--- config.mk ---
export PLATFORM = sky130hd
export DESIGN_NAME = wavelet_lift_fwd
export DESIGN_NICKNAME = d
export VERILOG_FILES = /design/src/rtl/wl_lift_pkg.sv /design/src/rtl/wl_lift_step.sv /design/src/rtl/wl_scale.sv /design/src/rtl/wavelet_lift_fwd.sv
export SDC_FILE = /design/constraint.sdc
export NUM_CORES = 2
export LEC_CHECK = 0
export ABC_CLOCK_PERIOD_IN_PS = 1700
export BUFFER_PORTS_ARGS = -buffer_cell sky130_fd_sc_hd__buf_2
export CAP_MARGIN = 20
export CELL_PAD_IN_SITES_DETAIL_PLACEMENT = 1
export CELL_PAD_IN_SITES_GLOBAL_PLACEMENT = 1
export CORE_ASPECT_RATIO = 0.9
export CORE_MARGIN = 3
export CORE_UTILIZATION = 40
export CTS_CLUSTER_DIAMETER = 100
export DETAILED_ROUTE_END_ITERATION = 10
export GPL_ROUTABILITY_DRIVEN = 0
export PLACE_DENSITY = 0.62
export SLEW_MARGIN = 30
export SYNTH_ARGS = -nofsm -noshare
export SYNTH_HDL_FRONTEND = slang
export SYNTH_HIERARCHICAL = 1
export SYNTH_SLANG_ARGS = --single-unit
--- constraint.sdc ---
create_clock -name clk -period 1.7 [get_ports clk]
set_clock_uncertainty 0.05 [all_clocks]
set_input_delay 0.255 -clock clk [delete_from_list [all_inputs] [get_ports clk]]
set_output_delay 0.255 -clock clk [all_outputs]
set_load 0.005 [all_outputs]
--- src/rtl/wl_lift_pkg.sv ---
package wl_lift_pkg;

  // number of lifting steps in the factorisation
  localparam int LIFT_STEPS = 6;

  // predict refines odd samples from even neighbours; update refines even
  // samples from odd neighbours
  typedef enum logic {
    STEP_PREDICT = 1'b0,
    STEP_UPDATE  = 1'b1
  } step_kind_e;

endpackage

--- src/rtl/wl_lift_step.sv ---
module wl_lift_step
  import wl_lift_pkg::*;
#(
  parameter int         W    = 16,
  parameter int         CW   = 16,
  parameter int         FRAC = 12,
  parameter int         COEF = 0,
  parameter step_kind_e KIND = STEP_PREDICT
) (
  input  logic                clk,
  input  logic                rst_ni,
  input  logic                in_vld,
  input  logic                in_fl,
  input  logic                in_first,
  input  logic signed [W-1:0] in_s,
  input  logic signed [W-1:0] in_d,
  output logic                out_vld,
  output logic                out_fl,
  output logic                out_first,
  output logic signed [W-1:0] out_s,
  output logic signed [W-1:0] out_d
);

  localparam int PW = W + CW;
  localparam int SW = PW + 1;
  localparam logic signed [CW-1:0] KV   = CW'(COEF);
  localparam logic signed [SW-1:0] HALF = SW'(1) << (FRAC - 1);

  // operand selection (filled by the variant below)
  logic                emit, emit_fl, sel_first;
  logic signed [W-1:0] sel_u, sel_v, sel_base, sel_pass;

  // product stage
  logic                a_vld, a_fl, a_first;
  logic signed [W-1:0] a_base, a_pass;
  logic signed [PW-1:0] a_pu, a_pv;
  logic signed [PW-1:0] pu_c, pv_c;

  // sum stage
  logic signed [SW-1:0] sum_c;
  logic signed [W-1:0]  rnd_c, new_c, b_s_n, b_d_n;

  generate
    if (KIND == STEP_PREDICT) begin : g_pred
      logic                h_full, h_full_n, h_first, h_load;
      logic signed [W-1:0] h_s, h_d;

      always_comb begin
        emit      = in_vld & (h_full | in_fl);
        emit_fl   = in_vld & in_fl & ~h_full;
        sel_u     = h_s;
        sel_v     = in_fl ? h_s : in_s;   // mirror at the right edge
        sel_base  = h_d;
        sel_pass  = h_s;
        sel_first = h_first;
        h_load    = in_vld & ~in_fl;
        h_full_n  = in_vld ? ~in_fl : h_full;
      end

      always_ff @(posedge clk or negedge rst_ni) begin
        if (!rst_ni) h_full <= 1'b0;
        else         h_full <= h_full_n;
      end

      always_ff @(posedge clk) begin
        if (h_load) begin
          h_s     <= in_s;
          h_d     <= in_d;
          h_first <= in_first;
        end
      end


      drain_emit_chk: assert property (@(posedge clk) disable iff (!rst_ni)
        (in_vld && in_fl && h_full) |=> (a_vld && !a_fl && a_pu == a_pv));


      empty_flush_pass_chk: assert property (@(posedge clk) disable iff (!rst_ni)
        (in_vld && in_fl && !h_full) |=> (a_vld && a_fl));


      first_hold_chk: assert property (@(posedge clk) disable iff (!rst_ni)
        (in_vld && !in_fl && !h_full) |=> !a_vld);
    end else begin : g_upd
      logic                p_load;
      logic signed [W-1:0] d_prev;

      always_comb begin
        emit      = in_vld;
        emit_fl   = in_fl;
        sel_u     = in_first ? in_d : d_prev;  // mirror at the left edge
        sel_v     = in_d;
        sel_base  = in_s;
        sel_pass  = in_d;
        sel_first = in_first;
        p_load    = in_vld & ~in_fl;
      end

      always_ff @(posedge clk) begin
        if (p_load) d_prev <= in_d;
      end


      start_mirror_chk: assert property (@(posedge clk) disable iff (!rst_ni)
        (in_vld && !in_fl && in_first) |=> (a_pu == a_pv));


      one_per_beat_chk: assert property (@(posedge clk) disable iff (!rst_ni)
        in_vld |=> a_vld);
    end
  endgenerate

  // both multiplies run side by side; each is the only logic on its path
  assign pu_c = PW'(sel_u) * PW'(KV);
  assign pv_c = PW'(sel_v) * PW'(KV);

  always_ff @(posedge clk or negedge rst_ni) begin
    if (!rst_ni) a_vld <= 1'b0;
    else         a_vld <= emit;
  end

  always_ff @(posedge clk) begin
    if (emit) begin
      a_fl    <= emit_fl;
      a_first <= sel_first;
      a_base  <= sel_base;
      a_pass  <= sel_pass;
      a_pu    <= pu_c;
      a_pv    <= pv_c;
    end
  end

  always_comb begin
    sum_c = SW'(a_pu) + SW'(a_pv);
    rnd_c = W'((sum_c + HALF) >>> FRAC);
    new_c = a_base + rnd_c;
    b_s_n = (KIND == STEP_PREDICT) ? a_pass : new_c;
    b_d_n = (KIND == STEP_PREDICT) ? new_c  : a_pass;
  end

  always_ff @(posedge clk or negedge rst_ni) begin
    if (!rst_ni) out_vld <= 1'b0;
    else         out_vld <= a_vld;
  end

  always_ff @(posedge clk) begin
    if (a_vld) begin
      out_fl    <= a_fl;
      out_first <= a_first;
      out_s     <= b_s_n;
      out_d     <= b_d_n;
    end
  end

endmodule

--- src/rtl/wl_scale.sv ---
module wl_scale #(
  parameter int W    = 16,
  parameter int CW   = 16,
  parameter int FRAC = 12,
  parameter int KLO  = 4096,
  parameter int KHI  = 4096
) (
  input  logic                clk,
  input  logic                rst_ni,
  input  logic                in_vld,
  input  logic signed [W-1:0] in_s,
  input  logic signed [W-1:0] in_d,
  output logic                out_vld,
  output logic signed [W-1:0] out_l,
  output logic signed [W-1:0] out_h
);

  localparam int PW = W + CW;
  localparam logic signed [CW-1:0] KL   = CW'(KLO);
  localparam logic signed [CW-1:0] KH   = CW'(KHI);
  localparam logic signed [PW-1:0] HALF = PW'(1) << (FRAC - 1);

  logic                 a_vld;
  logic signed [PW-1:0] a_pl, a_ph, pl_c, ph_c;
  logic signed [W-1:0]  l_c, h_c;

  assign pl_c = PW'(in_s) * PW'(KL);
  assign ph_c = PW'(in_d) * PW'(KH);

  always_ff @(posedge clk or negedge rst_ni) begin
    if (!rst_ni) a_vld <= 1'b0;
    else         a_vld <= in_vld;
  end

  always_ff @(posedge clk) begin
    if (in_vld) begin
      a_pl <= pl_c;
      a_ph <= ph_c;
    end
  end

  always_comb begin
    l_c = W'((a_pl + HALF) >>> FRAC);
    h_c = W'((a_ph + HALF) >>> FRAC);
  end

  always_ff @(posedge clk or negedge rst_ni) begin
    if (!rst_ni) out_vld <= 1'b0;
    else         out_vld <= a_vld;
  end

  always_ff @(posedge clk or negedge rst_ni) begin
    if (!rst_ni) begin
      out_l <= '0;
      out_h <= '0;
    end else if (a_vld) begin
      out_l <= l_c;
      out_h <= h_c;
    end
  end


  scale_follow_chk: assert property (@(posedge clk) disable iff (!rst_ni)
    in_vld |=> ##1 out_vld);

endmodule

--- src/rtl/wavelet_lift_fwd.sv ---
module wavelet_lift_fwd
  import wl_lift_pkg::*;
#(
  parameter int DW       = 12,
  parameter int GUARD    = 4,
  parameter int CW       = 16,
  parameter int FRAC     = 12,
  parameter int STEP0_K  = -6497,
  parameter int STEP1_K  = -217,
  parameter int STEP2_K  = 3616,
  parameter int STEP3_K  = 1817,
  parameter int STEP4_K  = -2458,
  parameter int STEP5_K  = 1229,
  parameter int SCALE_LO = 4710,
  parameter int SCALE_HI = 3562
) (
  input  logic                       clk,
  input  logic                       rst_n,
  input  logic                       in_valid,
  input  logic                       in_start,
  input  logic                       in_flush,
  input  logic signed [DW-1:0]       in_even,
  input  logic signed [DW-1:0]       in_odd,
  output logic                       out_valid,
  output logic signed [DW+GUARD-1:0] out_low,
  output logic signed [DW+GUARD-1:0] out_high
);

  localparam int W     = DW + GUARD;
  localparam int NSTEP = LIFT_STEPS;

  function automatic int step_coef(input int i);
    case (i)
      0:       return STEP0_K;
      1:       return STEP1_K;
      2:       return STEP2_K;
      3:       return STEP3_K;
      4:       return STEP4_K;
      default: return STEP5_K;
    endcase
  endfunction

  // reset: asserted at once, released after two clock edges
  logic rst_meta, rst_q;

  always_ff @(posedge clk or negedge rst_n) begin
    if (!rst_n) begin
      rst_meta <= 1'b0;
      rst_q    <= 1'b0;
    end else begin
      rst_meta <= 1'b1;
      rst_q    <= rst_meta;
    end
  end

  // item chain between the lifting steps
  logic [NSTEP:0]      bv, bf, bfirst;
  logic signed [W-1:0] bs [NSTEP+1];
  logic signed [W-1:0] bd [NSTEP+1];

  always_comb begin
    bv[0]     = in_valid | in_flush;
    bf[0]     = in_flush;
    bfirst[0] = in_start & ~in_flush;
    bs[0]     = W'(in_even);
    bd[0]     = W'(in_odd);
  end

  generate
    for (genvar g = 0; g < NSTEP; g++) begin : g_step
      wl_lift_step #(
        .W    (W),
        .CW   (CW),
        .FRAC (FRAC),
        .COEF (step_coef(g)),
        .KIND ((g % 2 == 0) ? STEP_PREDICT : STEP_UPDATE)
      ) u_step (
        .clk       (clk),
        .rst_ni    (rst_q),
        .in_vld    (bv[g]),
        .in_fl     (bf[g]),
        .in_first  (bfirst[g]),
        .in_s      (bs[g]),
        .in_d      (bd[g]),
        .out_vld   (bv[g+1]),
        .out_fl    (bf[g+1]),
        .out_first (bfirst[g+1]),
        .out_s     (bs[g+1]),
        .out_d     (bd[g+1])
      );
    end
  endgenerate

  logic scale_in_vld;
  assign scale_in_vld = bv[NSTEP] & ~bf[NSTEP];

  wl_scale #(
    .W    (W),
    .CW   (CW),
    .FRAC (FRAC),
    .KLO  (SCALE_LO),
    .KHI  (SCALE_HI)
  ) u_scale (
    .clk     (clk),
    .rst_ni  (rst_q),
    .in_vld  (scale_in_vld),
    .in_s    (bs[NSTEP]),
    .in_d    (bd[NSTEP]),
    .out_vld (out_valid),
    .out_l   (out_low),
    .out_h   (out_high)
  );


  start_not_flush_chk: assert property (@(posedge clk) disable iff (!rst_q)
    (bv[NSTEP] && bfirst[NSTEP]) |-> !bf[NSTEP]);

endmodule

==> flow_summary.yaml <==
sta:
  finalCritPeriodShare: 3.352
  max_freq_ghz: 0.1755
  hold_ws_ps: 129.7
  slew_viol_final: 0
  setup-violations-final: 421
  timing.final.ws_setup_ps: -3998
  rsz0062_at_grt: "yes"
  timing_hold_violations_final: 0
  post-route-min-period_ps: 5698
  relSlewSlack: 0.4930
  worst_pin_slew_ps: 754.0
worst_setup_path:
  path_delay_family: "adder cells"
  worstSetupEndpointType: "flop"
  criticalPathCategory: "flop to flop"
  cp.required_ps: 2130
  crit_buf_inv: 3
  reg2reg_to: "g_step[0].u_step/a_pv[25]"
  crit_chain: "mux2i_4 > inv_2 > fa_1 > inv_2 > fa_1 > inv_1 > fa_1 > fa_1 > fa_1 > fa_1 > ha_4 > a21oi_2 > o21ai_1 > and3_1 > a211o_1 > a211oi_2 > nor2_1 > xor2_1"
  crit_cells: 18
  slowest_delay_ps: 570
  timing.rr.start: "g_step[0].u_step/g_pred.h_s[12]"
  r2r_cells: 18
  path_max_fanout: 3
  r2r_slack_ps: -4000
  cp-start-kind: "flop"
  arrival_ps: 6130
  critical_path.most_common_cell: "fa_1"
  crit_slowest_cell: "fa_1"
clock_network:
  cts_tree: "done"
  cts.sinks: 944
  cts-root-buf: "clkbuf_16"
  clk_latency_ps: 780
  clk_path_buf_depth: 3
  htree_levels: 3
  cts_buffers: 112
  path_clk_slew_ps: 60
global_route:
  antenna_found_initial: 1
  grt_max_degree: 71
  grt_pass1_wl_mm: 414.7
  grt_pass1_vias: 76540
  grt.total_usage: 0.2235
  grt-ovfl-total: 0
logic_synthesis:
  avgSynthCellArea_um2: 11.21
  netlist_area_um2: 90780
  yosys_warnings: 6
  synth_fp_nets: 10520
  syn-instance-count: 8102
final_layout:
  drive_gt1_frac: 0.3426
  nets: 12830
  syn_to_final_growth_pct: 36.02
drt:
  vias: 66690
  wirelength_mm: 259.7
  avgViaCountPerCell: 4.934
  wl_per_cell_um: 19.21
  drtPass1Iterations: 5
  drc: 0
  antenna_left: 0
  drt_iter0_markers: 2206
hold_path:
  hold_start: "in_flush"
  hp-class: "input port to flop"
  min_path_cells: 3
  worstHoldEndpoint: "g_step[0].u_step/g_pred.h_first"
die:
  core_area_um2: 225200
  start_util: 0.4031
  io_pins: 62
  die_y_um: 458.0
  die_area_um2: 232700
  die_w_um: 508.2
  row_count: 165
run_status:
  status: "finished with violations"
  violations: "negative setup slack"
placement:
  portBuffers: 61
  hpwlAfterDp_mm: 213.1
flow_run:
  drv_cap: 0
worst min-delay path, stage by stage:
cell     delay (ps)
buf_2           170
buf_4           190
and2b_2         210
worst max-delay path by stage:
stage,startpoint,to,slack (ps)
after CTS,g_step[0].u_step/g_pred.h_s[10],g_step[0].u_step/a_pv[25],-4100
after global routing,g_step[0].u_step/g_pred.h_s[12],g_step[0].u_step/a_pv[21],-4220
after floorplan,g_step[0].u_step/g_pred.h_s[15],g_step[0].u_step/a_pv[27],-4390
after detailed placement,in_flush,g_step[0].u_step/a_pv[27],-4430
after global placement,in_flush,g_step[0].u_step/a_pv[27],-4320
final,g_step[0].u_step/g_pred.h_s[12],g_step[0].u_step/a_pv[25],-4000
metal layers:
| layer | vias to the layer above | GRT usage | routed length (µm) |
|---|---|---|---|
| met5 | - | 0 | 0 |
| met4 | 0 | 0.05097 | 6463 |
| met3 | 290 | 0.01914 | 4545 |
| met2 | 526 | 0.4247 | 139300 |
| met1 | 33750 | 0.2707 | 109300 |
| li1 | 32130 | - | - |
flip-flops by register name, indices dropped and copies added (netlist names), 5 cells and up:
register and flops:
g_step.u_step/a_pass 96, u_scale/out_h 16, g_step.u_step/a_base 96, g_step.u_step/a_pu 153, g_step.u_step/out_vld 6, g_step.u_step/a_vld 6, g_step.u_step/out_s 96, g_step.u_step/g_pred.h_d 48
u_scale/a_ph 17, g_step.u_step/out_first 5, g_step.u_step/g_upd.d_prev 48, g_step.u_step/out_fl 6, g_step.u_step/out_d 96, u_scale/a_pl 17, g_step.u_step/g_pred.h_s 48, g_step.u_step/a_pv 153
u_scale/out_l 16, g_step.u_step/a_first 5, g_step.u_step/a_fl 6
per-stage QoR:
step / setup TNS (ps) / instance area (µm²) / utilization / cells / setup slack [ps]
floorplan: -1475330 / 95690 / - / 8102 / -4390
global placement: -1067980 / 114700 / 0.5092 / 13110 / -4324
detailed placement: -1094880 / 114700 / 0.5092 / 13110 / -4430
CTS: -1085930 / 121900 / 0.5412 / 13460 / -4099
global route: -1147560 / 123500 / 0.5482 / 13520 / -4215
finish: -1074410 / 123500 / 0.5482 / 13520 / -3998
cell usage in the layout, fill, tap and decap left out, types with 90 or more instances in the layout:
cell type / n
clkbuf_16: 114
ha_4: 282
fa_1: 783
a21o_1: 138
nor2_1: 311
a21oi_2: 110
inv_1: 1508
nand3_1: 90
xor2_1: 153
nand2_1: 216
buf_6: 114
a21oi_1: 251
inv_2: 165
edfxtp_1: 893
ha_1: 1253
o21ai_0: 117
buf_4: 1999
xnor2_1: 354
area by class of cell:
type	count	area, µm²
Fill cell	23610	101800
Multi-Input combinational cell	5413	63510
Sequential cell	944	28110
Timing Repair Buffer	2249	17820
Inverter	1691	6401
Tap cell	3006	3761
Clock buffer	139	2997
Clock inverter	74	884.6
Antenna cell	1	2.502
what timing repair did:
item,CTS,global route
setup buffers,117,84
pin swaps,217,252
cloned,2,0
gates resized for setup,410,253
setup endpoints to repair,427,449
endpoints found under the hold margin,36,0
hold buffers,27,0
Power is left out: the tool's default activity adds up to more than one toggle a clock period on the data nets, which glitch-free logic cannot reach.
